--- src/rtl/mac_tile_seq_pkg.sv ---
package mac_tile_seq_pkg;
  typedef enum logic [1:0] {
    OP_LDW = 2'b00,
    OP_LDF = 2'b01,
    OP_CMP = 2'b10,
    OP_WB  = 2'b11
  } op_e;

  typedef enum logic [1:0] {
    S_IDLE,
    S_LOAD,
    S_WAIT
  } state_e;
endpackage

--- src/rtl/mac_stripe_gather.sv ---
module mac_stripe_gather #(
  parameter int STRIPE_W = 256,
  parameter int ROW_W    = 1024,
  parameter int ELEM_W   = 32
) (
  input  logic                      clk,
  input  logic                      rst,
  input  logic                      start,
  input  logic [ROW_W/ELEM_W-1:0]   start_mask,
  input  logic                      beat_valid,
  output logic                      beat_ready,
  input  logic [STRIPE_W-1:0]       beat_data,
  output logic                      last_beat,
  output logic                      row_valid,
  output logic [ROW_W-1:0]          row_data,
  output logic [ROW_W/ELEM_W-1:0]   row_en
);
  localparam int BEATS = ROW_W / STRIPE_W;
  localparam int CNT_W = (BEATS > 1) ? $clog2(BEATS) : 1;
  localparam int EPB   = STRIPE_W / ELEM_W;
  localparam int EPR   = ROW_W / ELEM_W;

  logic             active_q;
  logic [CNT_W-1:0] cnt_q;
  logic [EPR-1:0]   mask_q;
  logic [STRIPE_W-1:0] slot_q    [BEATS];
  logic [EPB-1:0]      slot_en_q [BEATS];
  logic take;

  assign beat_ready = active_q;
  assign take       = active_q & beat_valid;
  assign last_beat  = take && (cnt_q == CNT_W'(BEATS - 1));

  // beat counter and control
  always_ff @(posedge clk) begin
    if (rst) begin
      active_q  <= 1'b0;
      cnt_q     <= '0;
      mask_q    <= '0;
      row_valid <= 1'b0;
    end else begin
      row_valid <= last_beat;
      if (start) begin
        active_q <= 1'b1;
        cnt_q    <= '0;
        mask_q   <= start_mask;
      end else if (take) begin
        if (last_beat) active_q <= 1'b0;
        cnt_q <= cnt_q + CNT_W'(1);
      end
    end
  end

  // stripe data storage, no reset so it maps to plain registers or RAM
  always_ff @(posedge clk) begin
    for (int b = 0; b < BEATS; b++) begin
      if (take && cnt_q == CNT_W'(b)) slot_q[b] <= beat_data;
    end
  end

  always_ff @(posedge clk) begin
    if (rst) begin
      for (int b = 0; b < BEATS; b++) slot_en_q[b] <= '0;
    end else begin
      for (int b = 0; b < BEATS; b++) begin
        if (take && cnt_q == CNT_W'(b)) slot_en_q[b] <= mask_q[b*EPB +: EPB];
      end
    end
  end

  for (genvar g = 0; g < BEATS; g++) begin : g_slot
    assign row_data[g*STRIPE_W +: STRIPE_W] = slot_q[g];
    assign row_en[g*EPB +: EPB]             = slot_en_q[g];
  end
endmodule

--- src/rtl/mac_result_hold.sv ---
module mac_result_hold #(
  parameter int SUM_W  = 24,
  parameter int ELEM_W = 32
) (
  input  logic              clk,
  input  logic              rst,
  input  logic              arm,
  input  logic              consume,
  input  logic              res_valid,
  input  logic [SUM_W-1:0]  res_sum,
  output logic              pending,
  output logic              avail,
  output logic [ELEM_W-1:0] value
);
  localparam int EXT_W = ELEM_W - SUM_W;

  logic             pend_q;
  logic             have_q;
  logic [SUM_W-1:0] sum_q;
  logic [SUM_W-1:0] pick;

  always_ff @(posedge clk) begin
    if (rst) begin
      pend_q <= 1'b0;
      have_q <= 1'b0;
      sum_q  <= '0;
    end else if (arm) begin
      pend_q <= 1'b1;
      have_q <= 1'b0;
    end else if (consume) begin
      pend_q <= 1'b0;
      have_q <= 1'b0;
    end else if (pend_q && res_valid && !have_q) begin
      have_q <= 1'b1;
      sum_q  <= res_sum;
    end
  end

  assign pending = pend_q;
  assign avail   = pend_q & (have_q | res_valid);
  assign pick    = have_q ? sum_q : res_sum;
  assign value   = {{EXT_W{pick[SUM_W-1]}}, pick};
endmodule

--- src/rtl/mac_tile_seq.sv ---
module mac_tile_seq
  import mac_tile_seq_pkg::*;
#(
  parameter int STRIPE_W = 256,
  parameter int ROW_W    = 1024,
  parameter int ELEM_W   = 32,
  parameter int SUM_W    = 24,
  parameter int ROWS     = 32,
  parameter int VREGS    = 32
) (
  input  logic                        clk,
  input  logic                        rst,
  input  logic                        ins_valid,
  output logic                        ins_ready,
  input  logic [1:0]                  ins_op,
  input  logic [$clog2(ROWS)-1:0]     ins_row,
  input  logic [$clog2(VREGS)-1:0]    ins_vd,
  input  logic [1:0]                  ins_prec,
  input  logic                        ins_relu,
  input  logic [ROW_W/ELEM_W-1:0]     ins_mask,
  input  logic                        st_valid,
  output logic                        st_ready,
  input  logic [STRIPE_W-1:0]         st_data,
  output logic                        tw_en,
  output logic                        tw_sel,
  output logic [$clog2(ROWS)-1:0]     tw_row,
  output logic [ROW_W-1:0]            tw_data,
  output logic [ROW_W/ELEM_W-1:0]     tw_elem_en,
  output logic                        tc_start,
  output logic [1:0]                  tc_prec,
  output logic                        tc_relu,
  input  logic                        t_res_valid,
  input  logic [SUM_W-1:0]            t_res,
  output logic                        wb_done,
  output logic                        wb_we,
  output logic                        wb_err,
  output logic [$clog2(VREGS)-1:0]    wb_vd,
  output logic [ELEM_W-1:0]           wb_data
);
  localparam int ROW_AW = $clog2(ROWS);
  localparam int VR_AW  = $clog2(VREGS);

  state_e            state_q;
  op_e               op;
  logic              accept;
  logic              is_load;
  logic              is_cmp;
  logic              last_beat;
  logic              res_pend;
  logic              res_avail;
  logic [ELEM_W-1:0] res_value;
  logic              consume;
  logic              keep_q;
  logic [VR_AW-1:0]  vd_q;

  assign op        = op_e'(ins_op);
  assign ins_ready = (state_q == S_IDLE);
  assign accept    = ins_valid & ins_ready;
  assign is_load   = accept & ((op == OP_LDW) | (op == OP_LDF));
  assign is_cmp    = accept & (op == OP_CMP);
  assign consume   = (state_q == S_WAIT) & res_avail;

  mac_stripe_gather #(
    .STRIPE_W(STRIPE_W), .ROW_W(ROW_W), .ELEM_W(ELEM_W)
  ) u_gather (
    .clk(clk), .rst(rst), .start(is_load), .start_mask(ins_mask),
    .beat_valid(st_valid), .beat_ready(st_ready), .beat_data(st_data),
    .last_beat(last_beat), .row_valid(tw_en), .row_data(tw_data),
    .row_en(tw_elem_en)
  );

  mac_result_hold #(
    .SUM_W(SUM_W), .ELEM_W(ELEM_W)
  ) u_hold (
    .clk(clk), .rst(rst), .arm(is_cmp), .consume(consume),
    .res_valid(t_res_valid), .res_sum(t_res), .pending(res_pend),
    .avail(res_avail), .value(res_value)
  );

  always_ff @(posedge clk) begin
    if (rst) begin
      state_q  <= S_IDLE;
      tw_sel   <= 1'b0;
      tw_row   <= '0;
      tc_start <= 1'b0;
      tc_prec  <= '0;
      tc_relu  <= 1'b0;
      wb_done  <= 1'b0;
      wb_we    <= 1'b0;
      wb_err   <= 1'b0;
      wb_vd    <= '0;
      wb_data  <= '0;
      keep_q   <= 1'b0;
      vd_q     <= '0;
    end else begin
      tc_start <= 1'b0;
      wb_done  <= 1'b0;
      unique case (state_q)
        S_IDLE: begin
          if (accept) begin
            unique case (op)
              OP_LDW, OP_LDF: begin
                state_q <= S_LOAD;
                tw_sel  <= (op == OP_LDF);
                tw_row  <= ROW_AW'(ins_row);
              end
              OP_CMP: begin
                tc_start <= 1'b1;
                tc_prec  <= ins_prec;
                tc_relu  <= ins_relu;
              end
              OP_WB: begin
                state_q <= S_WAIT;
                vd_q    <= ins_vd;
                keep_q  <= ins_mask[0];
              end
              default: ;
            endcase
          end
        end
        S_LOAD: begin
          if (last_beat) state_q <= S_IDLE;
        end
        S_WAIT: begin
          if (!res_pend) begin
            state_q <= S_IDLE;
            wb_done <= 1'b1;
            wb_err  <= 1'b1;
            wb_data <= '0;
            wb_we   <= keep_q;
            wb_vd   <= vd_q;
          end else if (res_avail) begin
            state_q <= S_IDLE;
            wb_done <= 1'b1;
            wb_err  <= 1'b0;
            wb_data <= res_value;
            wb_we   <= keep_q;
            wb_vd   <= vd_q;
          end
        end
        default: state_q <= S_IDLE;
      endcase
    end
  end
endmodule

--- config.mk ---
export PLATFORM = sky130hd
export DESIGN_NAME = mac_tile_seq
export DESIGN_NICKNAME = d
export VERILOG_FILES = /design/src/rtl/mac_tile_seq_pkg.sv /design/src/rtl/mac_stripe_gather.sv /design/src/rtl/mac_result_hold.sv /design/src/rtl/mac_tile_seq.sv
export SDC_FILE = /design/constraint.sdc
export NUM_CORES = 1
export LEC_CHECK = 0
export ABC_AREA = 1
export BUFFER_PORTS_ARGS = -buffer_cell sky130_fd_sc_hd__buf_2
export CAP_MARGIN = 20
export CORE_AREA = 4 4 552 554
export DETAILED_ROUTE_END_ITERATION = 16
export DIE_AREA = 0 0 556 558
export PLACE_DENSITY = 0.3
export SLEW_MARGIN = 20
export SYNTH_ARGS = -nofsm -noshare
export SYNTH_HDL_FRONTEND = slang
export SYNTH_SLANG_ARGS = --single-unit
--- constraint.sdc ---
create_clock -name clk -period 15.3 [get_ports clk]
set_clock_uncertainty 0.2 [all_clocks]
set_input_delay 0.765 -clock clk [delete_from_list [all_inputs] [get_ports clk]]
set_output_delay 0.765 -clock clk [all_outputs]
set_load 0.02 [all_outputs]
==> results_dict.tcl <==
set metrics [dict create \
    final.period_utilization_pct 25.9 \
    seq_area_frac_synth_pct 92.4 \
    die_height_um 558 \
    area_delta_synth_final_pct 50.8 \
    detail_route.vias_per_cell 3.08 \
    final_critical_path_setup_slack_ns 11.34 \
    grt.total_usage_pct 11.2 \
    irDropWorstVdd_mv 0.0791 \
    cts_max_level 4 \
    width_of_the_die_um 556 \
    num-nets-final 3819 \
    layout.cells.most_common_list "buf_2, edfxtp_1, dlygate4sd3_1, clkbuf_16, inv_1" \
    ctsLongestPathBuffers 4 \
    grt_pass1_wl_um 236000 \
    grt_pass1_vias 23800 \
    max-cap-violations 0 \
    worst-endpoint-arrival_ns 4.17 \
    finalSetupTns_ns 0 \
    synth_largest_area_cell "edfxtp_1" \
    setup.worst_path.class "reg2reg" \
    worstPathCellList "nand2_1, nor2_4, buf_4, buf_4, buf_4, buf_4" \
    result_of_the_run "complete, no violations" \
    dp.cells 7135 \
    synth_area_leaders "edfxtp_1, dfxtp_1, inv_1, nand2_1, nor2_1" \
    rrSetupSlack_ns 11.34 \
    hold_path.class "in2reg" \
    die_area_um2 310000 \
    numClockSinks 1168 \
    most_common_cell_after_layout_fill_and_taps_aside "buf_2" \
    detail-route-antenna-nets 0 \
    max_slew.worst_pin.slew_ns 1.02 \
    dp_hpwl_um 141000 \
    cts.reportedPaths.clkPinSlew_ns 0.06 \
    gpl.final_weighted_congestion 0.782 \
    yosys.cell_types.count 25 \
    drt_iter0_markers 1590 \
    synth.cell_area_um2 36800 \
    finalHoldWorstSlack_ns 0.0988 \
    initial_core_util_pct 12.3 \
    netlist_instances 1757 \
    numCtsBuffers 148 \
    startpoint_type "register" \
    yosys_warnings 0 \
    finish.cell_count_without_fillers 7572 \
    hold_violations 0 \
    io_buffer_count 1440 \
    core_area_um2 300000 \
    worstPathMaxFanout 56 \
    timing.max_slew.rel_slack_pct 32.0 \
    remaining_drc_errors 0 \
    grt_antenna_before_repair 68 \
    grt_max_degree 69 \
    detailroute.via_count 23300 \
    num_io_pins 1441 \
    final_max_slew_violation_count 0 \
    timing.critical_path.slowest_cell_delay_ns 0.74 \
    wl_per_cell_um 24.3 \
    post-cts-setup-buffer-count 0 \
    drt-pass1-iter-count 5 \
    crit_path_end_kind "register" \
    synth_seq_cells 1168 \
    fp-row-count 201 \
    power_per_cell_area_nw_per_um2 135 \
    finalSetupViolations 0 \
    fin_total_pwr_w 0.00747 \
    pre_cts_ws_ns 10.68 \
    worstPathRequired_ns 15.50 \
    clock.fmax_ghz 0.252 \
    routed_wirelength_um 184000 \
    post-route-min-period_ns 3.96 \
    synthesis.area_per_instance_um2 20.9 \
    total_leakage_power_nw 20.6 \
    cts-root-buf "clkbuf_16" \
    clock_insertion_delay_worst_skew_ns 0.78 \
    cts_tree "done" \
    rsz0062_at_grt "false" \
    proportion_of_layout_cells_with_a_drive_suffix_above_1_pct 48.2 \
    grt-ovfl-total 0 \
    synthDominantCellAreaShare_pct 86.3 \
    worst_path_max_delay_cell "buf_4" \
    syn-num-nets 2093 \
    critPathMostFrequentCell "buf_4" \
]
==> Yosys cell counts <==
cell and number:
ha_1 4, nand3_4 1, edfxtp_1 1056, clkbuf_1 14, inv_2 21, inv_1 142, dfxtp_1 112, o21ai_0 47
nand3_1 9, nor3_1 1, buf_2 13, buf_6 6, o22ai_2 19, nor2_2 2, o22ai_1 12, nand2_1 136
o21ai_1 3, nor2_4 3, nand2_4 1, nor2_1 70, nand2_2 3, nand3_2 2, buf_4 12, nand4_1 25
a21oi_1 43
==> cell families after synthesis <==
kind of cell / Yosys count / share of synthesized area, %
AO/OA/AOI/OAI: 124 / 2.12
AND/OR/NAND/NOR: 253 / 2.97
adder cells (fa/ha/maj): 4 / 0.136
buffers and inverters: 208 / 2.41
flip-flops: 1168 / 92.4
==> registers in the layout, indices dropped and copies added (netlist names) <==
| signal | count |
|---|---|
| u_gather.cnt_q | 2 |
| u_hold.have_q | 1 |
| u_gather.mask_q | 32 |
| u_hold.sum_q | 24 |
| tw_row | 5 |
| tc_prec | 2 |
| wb_err | 1 |
| tw_sel | 1 |
| wb_done | 1 |
| wb_data | 24 |
| u_hold.pending | 1 |
| vd_q | 5 |
| tc_relu | 1 |
| wb_vd | 5 |
| u_gather.slot_en_q | 32 |
| tc_start | 1 |
| u_gather.row_valid | 1 |
| keep_q | 1 |
| u_gather.beat_ready | 1 |
| u_gather.slot_q | 1024 |
| state_q | 2 |
| wb_we | 1 |
==> worst paths after layout <==
kind	from	cells past startpoint	to
worst max-delay path	u_gather.beat_ready	6	u_gather.slot_q[0][112]
worst min-delay path	st_data[48]	1	u_gather.slot_q[1][48]
worst max register to register	u_gather.beat_ready	6	u_gather.slot_q[0][112]
worst min register to register	vd_q[0]	2	wb_vd[0]
==> power breakdown <==
part	total, W	internal [W]	switching (W)
combinational	0.000325	0.0000922	0.000233
clock	0.00361	0.00216	0.00145
sequential	0.00353	0.00352	0.0000128
total	0.00747	0.00578	0.00169
==> per-stage QoR <==
stage,utilization [%],instance area [um2]
2_1_floorplan,-,36800
3_3_place_gp,16.3,48900
3_5_place_dp,16.3,48900
4_1_cts,18.5,55400
5_1_grt,18.5,55400
6_report,18.5,55400
==> timing repair <==
action / CTS / global route
resized for setup: 0 / 0
hold buffers: 156 / 0
endpoints found under the hold margin: 457 / 0
==> final cells by class <==
cell class                 instances  area [um2]
antenna                           22        55.1
clock inverter                    83        1060
sequential                      1168       34000
multi-input combinational        381        1940
tap                             3958        4950
fill                           32700      244000
timing repair buffer            1621        8980
inverter                         163         619
clock buffer                     176        3880
==> critical path: cells and delay by family (launching register included) <==
family / cells / cell delay (ns)
buffers and inverters: 4 / 2.36
DFF: 1 / 0.36
and+or+nand+nor: 2 / 0.47
==> routing by layer <==
| metal | part of all wire [%] | vias up | track usage (%) |
|---|---|---|---|
| met5 | 0.068 | - | 0 |
| met4 | 2.4 | 20 | 2.97 |
| met3 | 11 | 227 | 4.80 |
| met2 | 47 | 1267 | 18.3 |
| met1 | 40 | 11800 | 13.6 |
| li1 | - | 10000 | - |
Power figures use the tool's default switching activity.
